**config.mk**
```make
export PLATFORM = sky130hd
export DESIGN_NAME = tof_ranger
export DESIGN_NICKNAME = d
export VERILOG_FILES = /design/src/rtl/tof_ranger.sv
export SDC_FILE = /design/constraint.sdc
export NUM_CORES = 1
export LEC_CHECK = 0
export BUFFER_PORTS_ARGS = -buffer_cell sky130_fd_sc_hd__buf_2
export CORE_ASPECT_RATIO = 0.8
export CORE_MARGIN = 2
export CORE_UTILIZATION = 51
export CTS_BUF_LIST = sky130_fd_sc_hd__clkbuf_2
export DETAILED_ROUTE_END_ITERATION = 10
export HOLD_SLACK_MARGIN = 0.12
export PLACE_DENSITY_LB_ADDON = 0.2
export SLEW_MARGIN = 40
export SYNTH_ARGS = -nofsm -noshare
export SYNTH_HDL_FRONTEND = slang
export SYNTH_SLANG_ARGS = --single-unit
```
**constraint.sdc**
```tcl
create_clock -name clk -period 1.9 [get_ports clk]
set_clock_uncertainty 0.1 [all_clocks]
set_input_delay 0 -clock clk [delete_from_list [all_inputs] [get_ports clk]]
set_output_delay 0 -clock clk [all_outputs]
set_load 0.01 [all_outputs]
```
**src/rtl/tof_ranger.sv**
```systemverilog
module tof_ranger #(
  parameter int CNT_W = 16
) (
  input  logic             clk,
  input  logic             rst,
  input  logic             start,
  input  logic             echo,
  output logic             ping,
  output logic             clear_count,
  output logic             enable_count,
  output logic             done,
  output logic [CNT_W-1:0] distance
);
  localparam logic [CNT_W-1:0] CNT_MAX = {CNT_W{1'b1}};

  typedef enum logic [1:0] {S_IDLE, S_PULSE, S_RUN, S_HOLD} state_t;
  state_t state, state_nx;
  logic [CNT_W-1:0] cnt;

  always_comb begin
    state_nx = state;
    case (state)
      S_IDLE:  if (start) state_nx = S_PULSE;
      S_PULSE: state_nx = S_RUN;
      S_RUN:   if (echo) state_nx = S_HOLD;
      S_HOLD:  if (start) state_nx = S_PULSE;
      default: state_nx = S_IDLE;
    endcase
  end

  always_ff @(posedge clk) begin
    if (rst) state <= S_IDLE;
    else     state <= state_nx;
  end

  assign ping         = (state == S_PULSE);
  assign clear_count  = (state == S_PULSE);
  assign enable_count = (state == S_RUN);
  assign done         = (state == S_HOLD);

  always_ff @(posedge clk) begin
    if (rst || clear_count)            cnt <= '0;
    else if (enable_count && cnt != CNT_MAX) cnt <= cnt + 1'b1;
  end

  assign distance = cnt;

  p_ping_single_r2: assert property (@(posedge clk) disable iff (rst)
    ping |=> !ping);
  p_ping_clears_r2: assert property (@(posedge clk) disable iff (rst)
    ping |=> (distance == '0));
  p_run_after_ping_r3: assert property (@(posedge clk) disable iff (rst)
    ping |=> enable_count);
  p_echo_stops_r4: assert property (@(posedge clk) disable iff (rst)
    (enable_count && echo) |=> (done && !enable_count));
  p_step_r4: assert property (@(posedge clk) disable iff (rst)
    (enable_count && distance != CNT_MAX) |=> (distance == $past(distance) + 1'b1));
  p_no_overflow_r5: assert property (@(posedge clk) disable iff (rst)
    (enable_count && distance == CNT_MAX) |=> (distance == CNT_MAX));
  p_hold_r8: assert property (@(posedge clk) disable iff (rst)
    (done && !start) |=> (done && $stable(distance)));
  p_phase_onehot_r3: assert property (@(posedge clk) disable iff (rst)
    $onehot0({ping, enable_count, done}));
endmodule

```
# Word level (Yosys, flattened, before mapping)
# Index checks and enable logic that the tools add are counted.
# op_classes
addsub,1
multipliers,0
div_mod_pow,0
magnitude_cmp,0
n_eq_ne,6
shift,0
mux,3
n_bitwise,0
n_reduce_logical,5
# ops
op,count
16-bit by 1-bit adder with 16-bit output (second input constant),1
16-bit != test (second input constant),1
2-bit case mux with 3 select lines,1
2-bit equality test (second input constant),2
2-bit 2-to-1 mux,2
2-bit by 1-bit equality test with 1-bit output (second input constant),1
2-bit zero test,1
2-bit by 1-bit != test with 1-bit output (second input constant),1
2-bit != test (second input constant),1
2-bit AND reduction,1
2-bit OR reduction,1
1-bit logical AND,1
1-bit logical OR,1
# totals
reg_bits,18
latch_bits,0
ram_bits,0
mem_bits_ro,0
in_bits,4
output_inout_bits,20
wordCells,17
memories,0

# Longest topological paths before layout
# Gate-level depths: netlist (run 1).
# depth
depth_word,4
ltp_mapped,6
mapped_depth_nobuf,6

# Worst setup path after synthesis (run 1)
# OpenSTA, ideal clock, no wires.
# synth_path
path_type,reg-to-reg
startpoint,reg state[0]
endpoint,reg cnt[10] (netlist: distance[10])
setup_time_ps,119
arrival_ps,1540
t_required_ps,1681
setup_slack_ps,142
path_stages_with_launch,7
n_path_buf,0
synth_period_minus_slack_ps,1758
cell_sequence,dfxtp_1 inv_1 ha_1 nand2_1 nor3_1 o21ai_0 o221a_1
# synth_via
elab_chain_len,2
word_cells_on_any_way,4
cone_classes,eq/ne (2); reduce/logical (2)
# synth_lines
element,line_no,rtl
start: declaration,17,"state_t state, state_nx;"
start signal: assignment,33,else state <= state_nx;
2-bit equality test,38,assign enable_count = (state == S_RUN);
via enable_count,10,"output logic enable_count,"
1-bit logical AND,43,else if (enable_count && cnt != CNT_MAX) cnt <= cnt + 1'b1;
end signal: assignment,43,
end: declaration,18,logic [CNT_W-1:0] cnt;
# The timed path passes the listed nets, and every way through them passes these cells.
# A chain may end at the register's enable or synchronous reset.

# Final worst setup path (run 1)
# layout_path
startpoint,reg cnt[0] (netlist: distance[0])
endpoint,reg cnt[1] (netlist: distance[1])
# layout_via
elab_chain_len,2
word_cells_on_any_way,3
cone_classes,add/sub (1); eq/ne (1); reduce/logical (1)
# layout_lines
element
branches (longest 2 deep; another with 16-bit by 1-bit adder with 16-bit output)
# Several ways; the timed one is not identified.

==> results of run 1 <==
## sequential cells by signal (all words and copies together), names as in the netlist
register / cells
distance: 16
state: 2
## cells by family (layout without fill, tap and decap cells)
logic type               Yosys count  after routing  synth area share [%]
AND/OR/NAND/NOR                   49             49                  31.1
AO/OA/AOI/OAI                     30             30                  19.2
flip-flops                        18             18                  37.3
buffers and inverters              7             43                  3.89
adder cells (fa/ha/maj)            5              5                  6.48
multiplexers                       2              2                  2.07
## cell usage in the layout, fill, tap and decap left out, drive strengths merged, types with 2 or more instances in the layout
cell type	synthesis	routed
buf	3	32
dfxtp	18	18
o21ai	10	10
nand3	9	9
a21oi	8	8
nand2	7	7
or3	6	6
nor2	5	5
ha	5	5
nor3	5	5
inv	4	4
a31oi	4	4
nand4	3	3
and3	3	3
clkbuf	0	3
dlygate4sd3	0	3
nor4	3	3
mux2i	2	2
or2	2	2
or4	2	2
## layer usage
metal,up-vias,wire length [µm]
met5,-,0
li1,502,-
met1,437,1090
met4,0,19
met3,2,110
met2,23,1020
## Yosys cell counts, types with 2 or more instances
library cell,count,area share (%)
nor3_1,5,2.6
a21oi_1,8,4.1
a31oi_1,4,2.6
and3_1,3,1.9
or2_2,2,1.3
nand3_1,8,4.1
inv_1,4,1.6
nand4_1,3,1.9
o21ai_0,10,5.2
nor4_1,2,1.3
mux2i_1,2,2.1
nand2_1,7,2.7
or3_1,4,2.6
dfxtp_1,18,37
ha_1,5,6.5
nor2_1,5,1.9
## stage by stage
step                      util, %  instances  total power, W
after floorplan                 -        111        0.000627
after global placement       62.4        163        0.000697
after detailed placement     62.4        163        0.000709
after CTS                    65.1        170        0.000880
after global routing         66.2        171        0.000944
final                        66.2        171        0.000872
## critical path, stage by stage, from the launching register on
cell and delay [ns]:
dfxtp_2 0.40, ha_1 0.22, nand4_1 0.22, or4_4 0.59, nand3_1 0.11, a21oi_1 0.06
## cell type report
cell class	count	share of cell area (%)
Clock inverter	1	0.308
Tap cell	24	2.47
Sequential cell	18	29.7
Timing Repair Buffer	35	17.5
Multi-Input combinational cell	86	47.6
Inverter	4	1.23
Clock buffer	3	1.23
## power by group through the flow
stage          clock network (W)  logic, W  registers, W
6_report                0.000168  0.000268      0.000436
5_1_grt                 0.000193  0.000310      0.000440
4_1_cts                 0.000174  0.000271      0.000435
3_5_place_dp                   0  0.000266      0.000443
3_3_place_gp                   0  0.000258      0.000439
2_1_floorplan                  0  0.000186      0.000440
## final timing paths
check                                  from          end  slack, ns  cells past startpoint
worst max-delay path            distance[0]  distance[1]       0.12                      5
worst min-delay path                    rst     state[1]       0.35                      3
worst max register to register  distance[0]  distance[1]       0.12                      5
worst min register to register  distance[4]  distance[4]       0.41                      1
## what timing repair did
action | 4_1_cts | 5_1_grt
resized for setup | 0 | 3
endpoints found under the hold margin | 18 | 0
hold buffers | 3 | 0
buffers inserted | 0 | 1
endpoints found under the setup margin | 0 | 10
==> run metrics, run 1 <==
Yosys reg bits 18; sw frac between 30% and 40%; Residual DRC 0; M2 GR Usage between 30% and 40%; min cycle time layout ~1.8 ns; Root Buffer clkbuf_2; final period utilization roughly 94%; post-DP HPWL between 1.5 and 2 mm; post-route setup slack 0.118 ns; Avg WL per Cell ~13 µm; # diodes 0; grt met3 use 7.39%; net count after synthesis 120; initial antenna violation count 0; PortBufs 23; H-tree depth 1; Worst setup EP type flip-flop; share of cells above drive strength 1 30.6%; core area around 0.0018 mm²; TritonCTS Buffers 3; Die Y-Extent approximately 43 µm; Cell Area, Placed 0.00115 mm²; Peak VDD IR approximately 0.0005 V; CTS tree built; CP required around 2.0 ns; worst skew pair latency approximately 0.31 ns; routed wire length about 2.2 mm; maxcap violations 0; post-placement setup slack ~0.083 ns; antenna-violating nets left 0; critical path class flip-flop to flip-flop; Comb power frac between 30% and 40%; Unique masters post-synth 37; Ports 24; Bufs on Longest Clock Path 2; hold_ws roughly 0.35 ns; largest net degree at the start of global routing 12; synthesized area 966 µm²; vias in the first global route roughly 820; Post-synth EDFFs 0; DRT Pass-1 Iters 5; critical-path maximum fanout 6; clk sinks 18; outcome completed; Via Count 964; Internal 0.000574 W; first-pass GRT wire length approximately 3.5 mm; worst rel slew slack between 70% and 80%; FILL cells between 150 and 200; Die W ~53 µm; Initial Utilization 52.5%; register area between 300 and 400 µm²; Avg Cell Area, Syn 8.70 µm²; area delta synth->final 26.0%; Leak 0.537 nW; setup tns final 0 ns; Mapped Cells around 110; power share of the sequential group about 50%; ys async rst share 0%; switching power roughly 0.00030 W; Finish-stage setup viols 0; clock share of power about a fifth; Worst EP arrival ~1.9 ns; Critical Path Source Type flip-flop; GRT overflow 0; RSZ-0062 raised after global routing no; Hold Fails Final Rpt 0; Placer Congestion 0.865; Global Route Usage Sum a little over a fifth; Hold WC Path Type primary input to flip-flop; Final Cell Area about 0.0012 mm²; sequential area share after synthesis 37.3%; initial drt markers 31; Top Usage Layer GRT met2; clk slew on worst S/H paths between 0.15 and 0.2 ns; net count reported at finish roughly 160; pwr/cell area around 700 mW/mm²; Pins Over Slew Limit 0; Die ar. between 0.002 and 0.0025 mm²; M1 GR Usage between 20 and 30%; Slew @ Worst Pin 0.428 ns; multi-input logic area between 500 and 600 µm²; ys flop type dfxtp_1; Via density around 5.6; maximum clock rate between 0.5 and 0.6 GHz; cell row count 14; Ys Warns 0
No activity file was read; power rests on OpenSTA's default activity.
==> run 2: changes to the inputs <==
CORE_MARGIN = 3   (was 2)
==> run 2 against run 1 <==
Via count up 4.6%. Routed wire length up 8.0%. Die area up 8.6%. Worst hold slack worse by 0.0070 ns. Clock power about the same. First-iteration DRC count down 23%. Worst setup slack better by 0.017 ns. Total power down 0.61%. Critical endpoint unchanged. Highest routed layer unchanged.
==> run metrics, run 2 (synthesis results as in run 1) <==
most common cell after layout, fill and taps aside buf_2; first-pass GRT wire length 3.92 mm (+11%); crit path max-delay cell type or4_4; Slew @ Worst Pin 0.412 ns (-0.0159 ns); H-tree depth 1 (unchanged); total power 0.000867 W (-0.61%); RSZ-0062 raised after global routing no; critical-path maximum fanout 6 (unchanged); DR WL met2 1.16 mm (+14%); setup tns final 0 ns (unchanged); most frequent cells in the layout buf_2, dfxtp_1, o21ai_0; sw frac 34.6% (+0.37 points); Bufs on Longest Clock Path 2 (unchanged); cell row count 13 (-1); Worst EP arrival 1.88 ns (-0.02 ns); Die ar. 0.00246 mm² (+8.6%); routed wire length 2.41 mm (+8.0%); Initial Utilization 56.6% (+4.0 points); clk sinks 18 (unchanged); outcome completed; net count reported at finish 154 (-1.9%); TritonCTS Buffers 3 (unchanged); register area 363 µm² (+0.35%); max reg flops 16 (unchanged); WL met3 148 µm (+35%); initial drt markers 24 (-23%); post-DP HPWL 1.70 mm (+7.0%); switching power 0.000299 W (+0.47%); Hold WC Path Type primary input to flip-flop; largest net degree at the start of global routing 12 (unchanged); Finish-stage setup viols 0 (unchanged); CP peak stage delay 0.54 ns (-0.05 ns); Via Count 1008 (+4.6%); Leak 0.520 nW (-3.3%); GRT overflow 0 (unchanged); clock share of power 19.0% (-0.3 points); power share of the sequential group 50.6% (+0.6 points); antenna-violating nets left 0 (unchanged); Via density 6.11 (+8.4%); multi-input logic area 582 µm² (+0.43%); DRT Pass-1 Iters 4 (-1); Internal 0.000567 W (-1.2%); post-layout util 69.8% (+3.6 points); share of cells above drive strength 1 30.8% (+0.16 points); Ports 24 (unchanged); min cycle time layout 1.77 ns (-0.0165 ns); Met1 Routed Length 1.07 mm (-1.9%); initial antenna violation count 0 (unchanged); Critical Path Source Type flip-flop; worst rel slew slack 72.4% (+1.1 points); Avg WL per Cell 14.6 µm (+12%); Hold Fails Final Rpt 0 (unchanged); FILL cells 144 (-14%); worst skew pair latency 0.32 ns (about the same); final period utilization 92.9% (-0.87 points); maxcap violations 0 (unchanged); Placer Congestion 0.833 (-3.7%); Comb power frac 30.4% (-0.3 points); clk slew on worst S/H paths 0.16 ns (about the same); Root Buffer clkbuf_2; area delta synth->final 23.4%; vias in the first global route 895 (+9.5%); # diodes 0 (unchanged); Die Y-Extent 44.9 µm (+4.7%); Residual DRC 0 (unchanged); Peak VDD IR 0.000636 V (+27%); Final Non-Filler Cells 165 (-3.5%); core area 0.00171 mm² (-7.1%); Worst setup EP type flip-flop; Pins Over Slew Limit 0 (unchanged); postcts setup bufs 0 (unchanged); PortBufs 23 (unchanged); Global Route Usage Sum 22.4% (+1.2 points); maximum clock rate 0.567 GHz (+0.94%); pwr/cell area 727 mW/mm² (+1.5%); Die W 54.7 µm (+3.8%); CP required 2.02 ns (about the same); CTS tree built; DP Cell Count 159 (-2.5%); critical path class flip-flop to flip-flop; uppermost routed layer met4; critical-path cell list ha_1 -> nand4_1 -> or4_4 -> nand3_1 -> a21oi_1
## run 2: stage by stage
stage,hold slack [ns],setup WS (ns),instance area [µm²]
4_1_cts,0.324,0.00929,1180
3_5_place_dp,0.140,0.0459,1130
2_1_floorplan,-0.0309,0.142,966
5_1_grt,0.343,0.00400,1190
6_report,0.348,0.135,1190
3_3_place_gp,0.138,0.120,1130
## run 2: power groups by stage
stage                     sequential (W)  clock (W)  combinational, W
after floorplan                 0.000440          0          0.000186
after global placement          0.000438          0          0.000247
after global routing            0.000444   0.000182          0.000300
after detailed placement        0.000444          0          0.000252
after CTS                       0.000436   0.000171          0.000260
final                           0.000438   0.000165          0.000263
## run 2: what timing repair did
item | in CTS | in global routing
endpoints found under the hold margin | 18 | 0
gates resized for setup | 0 | 5
endpoints found under the setup margin | 0 | 13
hold buffers | 3 | 0
## run 2: final timing paths
| check | start | end | slack, ns | cells past startpoint |
|---|---|---|---|---|
| worst max register to register | distance[0] | distance[1] | 0.13 | 5 |
| worst min register to register | distance[7] | distance[7] | 0.42 | 1 |
| worst max-delay path | distance[0] | distance[1] | 0.13 | 5 |
| worst min-delay path | rst | state[1] | 0.35 | 3 |
## run 2: layer usage
layer,up-vias,track usage (%)
li1,491,-
met1,461,28.6
met2,50,35.1
met3,6,6.93
met4,0,8.46
met5,-,0
## run 2: critical path, delay by kind of cell, from the launching register on
kind / cells / cell delay (ns)
adders and majority gates: 1 / 0.21
AOI/OAI and AO/OA: 1 / 0.06
DFF: 1 / 0.40
and+or+nand+nor: 3 / 0.90
## run 2: layout make-up
| cell class | instances | area share, % |
|---|---|---|
| timing repair buffer | 32 | 15.9 |
| sequential | 18 | 30.4 |
| clock buffer | 3 | 1.26 |
| multi-input combinational | 86 | 48.8 |
| tap | 22 | 2.31 |
| inverter | 4 | 1.26 |
